==> config.mk <==
export PLATFORM = sky130hd
export DESIGN_NAME = cap_dma_bridge
export DESIGN_NICKNAME = d
export VERILOG_FILES = /design/src/rtl/cap_dma_pkg.sv /design/src/rtl/cap_chan_mux.sv /design/src/rtl/cap_edge_pick.sv /design/src/rtl/cap_xfer_buf.sv /design/src/rtl/cap_dma_bridge.sv
export SDC_FILE = /design/constraint.sdc
export NUM_CORES = 1
export LEC_CHECK = 0
export ABC_AREA = 1
export BUFFER_PORTS_ARGS = -buffer_cell sky130_fd_sc_hd__buf_2
export CAP_MARGIN = 30
export CORE_MARGIN = 3
export CORE_UTILIZATION = 41
export DETAILED_ROUTE_END_ITERATION = 16
export GPL_TIMING_DRIVEN = 0
export PLACE_DENSITY = 0.8
export SYNTH_ARGS = -nofsm -noshare
export SYNTH_HDL_FRONTEND = slang
export SYNTH_SLANG_ARGS = --single-unit
==> constraint.sdc <==
create_clock -name clk_i -period 1.9 [get_ports clk_i]
set_clock_uncertainty 0.2 [all_clocks]
set_input_delay 0.57 -clock clk_i [delete_from_list [all_inputs] [get_ports clk_i]]
set_output_delay 0.57 -clock clk_i [all_outputs]
set_load 0.01 [all_outputs]
==> src/rtl/cap_dma_pkg.sv <==
package cap_dma_pkg;

  typedef enum logic [1:0] {
    MODE_OFF  = 2'd0,
    MODE_RISE = 2'd1,
    MODE_FALL = 2'd2,
    MODE_BOTH = 2'd3
  } cap_mode_e;

  typedef struct packed {
    logic rise;
    logic fall;
  } edge_hit_t;

endpackage

==> src/rtl/cap_chan_mux.sv <==
module cap_chan_mux
  import cap_dma_pkg::*;
#(
  parameter int N_CH   = 2,
  parameter int DATA_W = 16,
  localparam int SEL_W = (N_CH > 1) ? $clog2(N_CH) : 1
) (
  input  logic [SEL_W-1:0]       sel_i,
  input  logic [N_CH-1:0]        rise_evt_i,
  input  logic [N_CH-1:0]        fall_evt_i,
  input  logic [N_CH*DATA_W-1:0] rise_val_i,
  input  logic [N_CH*DATA_W-1:0] fall_val_i,
  output edge_hit_t              evt_o,
  output logic [DATA_W-1:0]      rise_val_o,
  output logic [DATA_W-1:0]      fall_val_o
);

  logic [N_CH-1:0] ch_hot;

  for (genvar k = 0; k < N_CH; k++) begin : g_dec
    assign ch_hot[k] = (sel_i == SEL_W'(k));
  end

  always_comb begin
    evt_o      = '0;
    rise_val_o = '0;
    fall_val_o = '0;
    for (int k = 0; k < N_CH; k++) begin
      if (ch_hot[k]) begin
        evt_o.rise = rise_evt_i[k];
        evt_o.fall = fall_evt_i[k];
        rise_val_o = rise_val_i[k*DATA_W +: DATA_W];
        fall_val_o = fall_val_i[k*DATA_W +: DATA_W];
      end
    end
  end

endmodule

==> src/rtl/cap_edge_pick.sv <==
module cap_edge_pick
  import cap_dma_pkg::*;
#(
  parameter int DATA_W = 16
) (
  input  cap_mode_e          mode_i,
  input  logic               order_i,
  input  edge_hit_t          evt_i,
  input  logic [DATA_W-1:0]  rise_val_i,
  input  logic [DATA_W-1:0]  fall_val_i,
  output logic               hit_o,
  output logic [DATA_W-1:0]  val_o
);

  logic want_rise, want_fall;
  logic take_rise, take_fall;

  assign want_rise = (mode_i == MODE_RISE) || (mode_i == MODE_BOTH);
  assign want_fall = (mode_i == MODE_FALL) || (mode_i == MODE_BOTH);

  // same-cycle clash: order_i picks the winner, loser is discarded
  assign take_rise = want_rise && evt_i.rise && (!(want_fall && evt_i.fall) || order_i);
  assign take_fall = want_fall && evt_i.fall && !take_rise;

  assign hit_o = take_rise || take_fall;
  assign val_o = take_rise ? rise_val_i : fall_val_i;

endmodule

==> src/rtl/cap_xfer_buf.sv <==
module cap_xfer_buf #(
  parameter int DATA_W = 16
) (
  input  logic              clk_i,
  input  logic              rst_ni,
  input  logic              en_i,
  input  logic              hit_i,
  input  logic [DATA_W-1:0] val_i,
  input  logic              ack_i,
  output logic              req_o,
  output logic [DATA_W-1:0] buf_o,
  output logic              ovr_o
);

  logic              req_q;
  logic [DATA_W-1:0] buf_q;
  logic              ovr_q;

  always_ff @(posedge clk_i or negedge rst_ni) begin
    if (!rst_ni) begin
      req_q <= 1'b0;
      buf_q <= '0;
      ovr_q <= 1'b0;
    end else if (!en_i) begin
      req_q <= 1'b0;
    end else if (req_q) begin
      if (hit_i) ovr_q <= 1'b1;
      if (ack_i) req_q <= 1'b0;
    end else if (hit_i) begin
      buf_q <= val_i;
      req_q <= 1'b1;
    end
  end

  assign req_o = req_q;
  assign buf_o = buf_q;
  assign ovr_o = ovr_q;

endmodule

==> src/rtl/cap_dma_bridge.sv <==
module cap_dma_bridge
  import cap_dma_pkg::*;
#(
  parameter int N_CH   = 2,
  parameter int DATA_W = 16,
  localparam int SEL_W = (N_CH > 1) ? $clog2(N_CH) : 1
) (
  input  logic                   clk_i,
  input  logic                   rst_ni,
  input  logic                   en_i,
  input  logic [SEL_W-1:0]       chan_sel_i,
  input  logic [1:0]             mode_i,
  input  logic                   order_i,
  input  logic [N_CH-1:0]        rise_evt_i,
  input  logic [N_CH-1:0]        fall_evt_i,
  input  logic [N_CH*DATA_W-1:0] rise_val_i,
  input  logic [N_CH*DATA_W-1:0] fall_val_i,
  input  logic                   dma_ack_i,
  output logic                   dma_req_o,
  output logic [DATA_W-1:0]      buf_o,
  output logic                   overrun_o
);

  edge_hit_t         sel_evt;
  logic [DATA_W-1:0] sel_rval, sel_fval;
  logic              hit;
  logic [DATA_W-1:0] hit_val;

  cap_chan_mux #(.N_CH(N_CH), .DATA_W(DATA_W)) u_mux (
    .sel_i      (chan_sel_i),
    .rise_evt_i (rise_evt_i),
    .fall_evt_i (fall_evt_i),
    .rise_val_i (rise_val_i),
    .fall_val_i (fall_val_i),
    .evt_o      (sel_evt),
    .rise_val_o (sel_rval),
    .fall_val_o (sel_fval)
  );

  cap_edge_pick #(.DATA_W(DATA_W)) u_pick (
    .mode_i     (cap_mode_e'(mode_i)),
    .order_i    (order_i),
    .evt_i      (sel_evt),
    .rise_val_i (sel_rval),
    .fall_val_i (sel_fval),
    .hit_o      (hit),
    .val_o      (hit_val)
  );

  cap_xfer_buf #(.DATA_W(DATA_W)) u_buf (
    .clk_i  (clk_i),
    .rst_ni (rst_ni),
    .en_i   (en_i),
    .hit_i  (hit),
    .val_i  (hit_val),
    .ack_i  (dma_ack_i),
    .req_o  (dma_req_o),
    .buf_o  (buf_o),
    .ovr_o  (overrun_o)
  );

endmodule

==> results of run 1 <==
## power groups by stage
stage	clock network (W)	registers [W]	logic (W)
4_1_cts	0.000234	0.000529	0.000505
5_1_grt	0.000250	0.000544	0.000565
3_3_place_gp	0	0.000534	0.000486
6_report	0.000229	0.000531	0.000499
2_1_floorplan	0	0.000583	0.000224
3_5_place_dp	0	0.000536	0.000501
## area by class of cell
type / count / area, um^2
Fill cell: 335 / 1190
Multi-Input combinational cell: 143 / 787
Timing Repair Buffer: 93 / 470
Sequential cell: 18 / 450
Buffer: 10 / 75.1
Tap cell: 44 / 55.1
Clock buffer: 4 / 36.3
Inverter: 7 / 36.3
## per-stage QoR
step	setup WS (ns)	instance area [um^2]	setup TNS [ns]	instances
floorplan	0.128	1350	0	178
global placement	-0.0367	1860	-0.0995	314
detailed placement	-0.0427	1860	-0.215	314
CTS	0.244	1910	0	319
global route	0.151	1910	0	319
finish	0.238	1910	0	319
## cell usage after synthesis
cell      instances
inv_2             1
inv_1             4
mux2i_1          16
nand2_1          52
dfrtp_1          18
buf_4             1
a21oi_4           1
nand3_4           1
clkbuf_1          2
nand3_1          32
or2_2            17
nand3_2           1
inv_8             1
a21oi_1           1
inv_4             1
nand2_2           5
buf_6             4
o21ai_0          17
buf_2             3
## timing repair
| item | 4_1_cts | 5_1_grt |
|---|---|---|
| hold buffers | 1 | 0 |
| buffers inserted | 0 | 0 |
| endpoints found under the hold margin | 18 | 0 |
## state kept, by name, indices dropped and copies added (netlist names)
name,flops
u_buf.req_o,1
u_buf.buf_o,16
u_buf.ovr_o,1
## critical path, cell delays in order
cell and delay [ns]:
buf_6 0.12, buf_6 0.16, buf_2 0.31, mux2i_1 0.28, nand2_1 0.08, nand3_1 0.08, nand2_1 0.05
## cell families after synthesis
family | after synthesis
AOI/OAI and AO/OA | 19
buffers and inverters | 17
DFF | 18
muxes | 16
and+or+nand+nor | 108
## per-layer routing
layer	part of all wire [%]	track usage (%)
met2	53	35.7
met1	40	25.3
met3	5.4	2.32
met4	0.75	5.66
met5	0	0
## worst max path at each step
| stage | start | end | slack [ns] | depth (start not counted) |
|---|---|---|---|---|
| 4_1_cts | chan_sel_i | u_buf.buf_o[14] | 0.24 | 7 |
| 3_5_place_dp | chan_sel_i | u_buf.buf_o[1] | -0.04 | 7 |
| 2_1_floorplan | chan_sel_i | u_buf.buf_o[0] | 0.13 | 10 |
| 3_3_place_gp | chan_sel_i | u_buf.buf_o[13] | -0.04 | 7 |
| 5_1_grt | chan_sel_i | u_buf.buf_o[1] | 0.15 | 7 |
| 6_report | chan_sel_i | u_buf.buf_o[14] | 0.24 | 7 |
==> reports/metrics.csv, run 1 <==
metric;value;unit
run status;completed;
area leader, netlist;dfrtp_1;
I/O pin cnt;94;
largest cells by area after synthesis;dfrtp_1 (33%), nand2_1 (14%), mux2i_1 (12%);
number of buffers created by CTS;3;
Vias per Instance;4.79;
PwrDens;659;nW/um^2
most common cell after layout, fill and taps aside;buf_2;
warnings from Yosys;0;
CTS tree;yes;
Worst-path clk slew;0.10;ns
Total Routing Usage GR;20.0;%
Hold Path Origin;dma_ack_i;
Syn Std Cell Area;1350;um^2
register share of total power;42.2;%
FF-to-FF setup slack;0.43;ns
Avg WL per Cell;12.1;um
Unique masters post-synth;19;
crit start category;input port;
Required @ worst endpoint;1.89;ns
Worst slew margin;74.6;%
LEAKAGE;1.08;nW
DRC viols;0;
FF-to-FF End;u_buf.buf_o[4];
highest clock rate;602;MHz
post-synthesis simple-gate area fraction;38.6;%
XOR/XNOR Fraction of Synth Area;0;%
Die Height;63.4;um
Die Width;63.4;um
RSZ-0062 raised after global routing;false;
kind of critical path;in -> reg;
Rows;20;
Starting Density;43.5;%
H-tree depth;1;
Yosys top cell area share;33.4;%
min-delay worst type;in -> reg;
Tcrit/Tclk final;87.5;%
worst-margin pin slew;0.380;ns
Internal Power;0.000830;W
Detail Route Antenna Nets;0;
clk buf depth;2;
sink of the worst hold path;u_buf.req_o;
ant diodes;0;
clk sinks;18;
final setup fails;0;
CP Capture Type;register;
Sw Pwr;0.000429;W
most frequent cells in the layout;buf_2 (95), nand2_1 (52), nand3_1 (32);
clock power share;18.2;%
die area;4010;um^2
first-pass GRT wire length;6440;um
Worst Path Arrival;1.65;ns
Pre-antenna DRT Iters;6;
Fin. Hold Viols;0;
Avg Inst Size Synth;7.58;um^2
MaxCap Viol Count;0;
Core Area;3100;um^2
total wire length;3870;um
largest family of logic cells by synthesized area;simple AND/OR/NAND/NOR gates;
post-synthesis cell count;178;
post-DP HPWL;3260;um
Resized cells post-CTS;0;
Tmin final;1.66;ns
Synth Area in Compound Gates;7.88;%
syn_nets;254;
Worst VDD drop;0.000273;V
Clk Latency, worst-skew pair;0.28;ns
Pwr Total;0.00126;W
number of global-route vias before repair;1472;
Util after Layout;61.6;%
IO buf count;92;
largest net degree at the start of global routing;19;
worst-path maximum fanout;10;
clock root buffer;clkbuf_4;
worst hold margin;0.267;ns
register area share after synthesis;33.4;%
Layout Nets;352;
initial antenna violation count;0;
post-synthesis mux area share;11.9;%
total gr overflow;0;
Synth Area in Adders;0;%
area added between synthesis and finish;41.7;%
DR iter-0 viols;74;
worst hold path cell count;2;
global placement routability congestion;0.797;
Reg2Reg Depth;7;
reg2reg start;u_buf.req_o;
Yosys reg bits;18;
via count;1529;
ratio of cells with drive above 1 in the final layout;48.0;%
Max Slew Vio Count;0;
switch share;34.1;%
Comb power frac;39.6;%
No activity file was read; power rests on OpenSTA's default activity.
==> run 2: changes to the inputs <==
--- a/config.mk
+++ b/config.mk
@@ -6,9 +6,9 @@
 export NUM_CORES = 1
 export LEC_CHECK = 0
 export ABC_AREA = 1
+export ABC_CLOCK_PERIOD_IN_PS = 1850
 export BUFFER_PORTS_ARGS = -buffer_cell sky130_fd_sc_hd__buf_2
 export CAP_MARGIN = 30
-export CORE_MARGIN = 3
 export CORE_UTILIZATION = 41
 export DETAILED_ROUTE_END_ITERATION = 16
 export GPL_TIMING_DRIVEN = 0
==> constraint.sdc (replaced) <==
create_clock -name clk_i -period 1.85 [get_ports clk_i]
set_clock_uncertainty 0.2 [all_clocks]
set_input_delay 0.555 -clock clk_i [delete_from_list [all_inputs] [get_ports clk_i]]
set_output_delay 0.555 -clock clk_i [all_outputs]
set_load 0.01 [all_outputs]
==> run 2 against run 1 <==
Worst hold slack got worse by 0.0038 ns. Register-to-register slack got worse by 0.03 ns. Via count decreased by 2.2%. Sequential cell count unchanged. Critical endpoint is now u_buf.buf_o[6]. Highest routed layer unchanged. Die area decreased by 12%. Cell count unchanged. Wire length decreased by 10%. Utilization increased by 0.50 points. Largest cell class unchanged. Critical path depth unchanged. Worst setup slack improved by 0.013 ns. Sequential share of layout area unchanged. Power increased by 2.1%.
==> reports/metrics.csv, run 2 (same netlist as run 1, synthesis figures left out) <==
metric;value;unit;change
worst-margin pin slew;0.380;ns;-0.000160 ns
via count;1496;;-2.2%
Pre-antenna DRT Iters;4;;-2
clock root buffer;clkbuf_4;;
CTS tree;yes;;
Die Width;59.4;um;-6.3%
min-delay worst type;in -> reg;;
area added between synthesis and finish;41.7;%;unchanged
IO buf count;92;;unchanged
most frequent cells in the layout;buf_2 (95), nand2_1 (52), nand3_1 (32);;
Layout Nets;352;;unchanged
Sw Pwr;0.000433;W;+0.98%
global placement routability congestion;0.808;;+1.4%
Core Area;3080;um^2;-0.81%
number of buffers created by CTS;3;;unchanged
crit start category;input port;;
largest net degree at the start of global routing;19;;unchanged
Hold Path Origin;dma_ack_i;;
storage element area;450;um^2;unchanged
Required @ worst endpoint;1.84;ns;-0.05 ns
total wire length;3470;um;-10%
switch share;33.7;%;-0.37 points
I/O pin cnt;94;;unchanged
ant diodes;0;;unchanged
non-filler instance count after layout;319;;unchanged
Avg WL per Cell;10.9;um;-10%
Tcrit/Tclk final;86.4;%;
run status;completed;;
initial antenna violation count;0;;unchanged
Pwr Total;0.00129;W;+2.1%
LEAKAGE;1.08;nW;unchanged
Total Routing Usage GR;20.6;%;+0.58 points
clock power share;18.4;%;+0.2 points
clk buf depth;2;;unchanged
DRC viols;0;;unchanged
RSZ-0062 raised after global routing;false;;
post-DP HPWL;2950;um;-9.5%
Internal Power;0.000853;W;+2.7%
max FFs per register;16;;unchanged
Max Slew Vio Count;0;;unchanged
Multi-input gate area;787;um^2;unchanged
Worst VDD drop;0.000217;V;-20%
FF-to-FF End;u_buf.buf_o[5];;
MaxCap Viol Count;0;;unchanged
H-tree depth;1;;unchanged
clk sinks;18;;unchanged
Placed Cells;314;;unchanged
post-CTS setup buffer count;0;;unchanged
Clk Latency, worst-skew pair;0.28;ns;about the same
Die Height;59.4;um;-6.3%
Reg2Reg Depth;7;;unchanged
Tmin final;1.60;ns;
FF-to-FF setup slack;0.40;ns;-0.03 ns
final setup fails;0;;unchanged
worst-path maximum fanout;10;;unchanged
register share of total power;42.4;%;+0.2 points
CP Capture Type;register;;
hold buffer count at CTS;1;;unchanged
Fin. Hold Viols;0;;unchanged
Vias per Instance;4.69;;-2.2%
ratio of cells with drive above 1 in the final layout;48.0;%;unchanged
DR iter-0 viols;50;;-32%
die area;3520;um^2;-12%
kind of critical path;in -> reg;;
final-layout fill cell count;312;;-6.9%
Worst-path clk slew;0.10;ns;about the same
sink of the worst hold path;u_buf.req_o;;
Detail Route Antenna Nets;0;;unchanged
Rows;20;;unchanged
first-pass GRT wire length;5450;um;-15%
Resized cells post-CTS;0;;unchanged
Starting Density;43.8;%;+0.35 points
PwrDens;673;nW/um^2;+2.1%
Comb power frac;39.1;%;-0.5 points
most common cell after layout, fill and taps aside;buf_2;;
Worst slew margin;74.6;%;about the same
reg2reg start;u_buf.req_o;;
worst hold path cell count;2;;unchanged
setup TNS;0;ns;unchanged
Worst Path Arrival;1.59;ns;-0.06 ns
total gr overflow;0;;unchanged
highest clock rate;625;MHz;
number of global-route vias before repair;1272;;-14%
[run 2: layer usage]
| metal | GRT usage [%] | routed length [um] | part of all wire (%) |
|---|---|---|---|
| met4 | 7.14 | 35 | 1.0 |
| met3 | 1.75 | 187 | 5.4 |
| met2 | 35.0 | 1720 | 50 |
| met5 | 0 | 0 | 0 |
| met1 | 27.4 | 1520 | 44 |
[run 2: power groups by stage]
| stage | clock network, W | logic (W) | registers [W] |
|---|---|---|---|
| finish | 0.000237 | 0.000503 | 0.000545 |
| detailed placement | 0 | 0.000508 | 0.000553 |
| global route | 0.000254 | 0.000561 | 0.000557 |
| global placement | 0 | 0.000496 | 0.000551 |
| floorplan | 0 | 0.000230 | 0.000599 |
| CTS | 0.000239 | 0.000511 | 0.000546 |
[run 2: cell type report]
type	instances	area share, %
Multi-Input combinational cell	143	41.2
Timing Repair Buffer	93	24.6
Sequential cell	18	23.6
Buffer	10	3.93
Tap cell	44	2.88
Clock buffer	4	1.90
Inverter	7	1.90
[run 2: critical path, stage by stage]
cell     delay, ns
buf_6         0.12
buf_6         0.16
buf_2         0.30
mux2i_1       0.25
nand2_1       0.07
nand3_1       0.07
nand2_1       0.05
[run 2: stage by stage]
stage | hold WS, ns | setup slack [ns] | cell area [um^2] | utilization, %
floorplan | 0.0594 | 0.0926 | 1350 | -
global placement | 0.259 | -0.0636 | 1860 | 60.6
detailed placement | 0.260 | -0.0657 | 1860 | 60.6
CTS | 0.265 | 0.246 | 1910 | 62.1
global route | 0.265 | 0.129 | 1910 | 62.1
finish | 0.263 | 0.251 | 1910 | 62.1
[run 2: worst max path at each step]
stage,cells past startpoint,endpoint,startpoint,slack (ns)
after floorplan,10,u_buf.buf_o[0],chan_sel_i,0.09
after global placement,7,u_buf.buf_o[7],chan_sel_i,-0.06
after detailed placement,7,u_buf.buf_o[7],chan_sel_i,-0.07
after CTS,7,u_buf.buf_o[7],chan_sel_i,0.25
after global routing,7,u_buf.buf_o[7],chan_sel_i,0.13
final,7,u_buf.buf_o[6],chan_sel_i,0.25
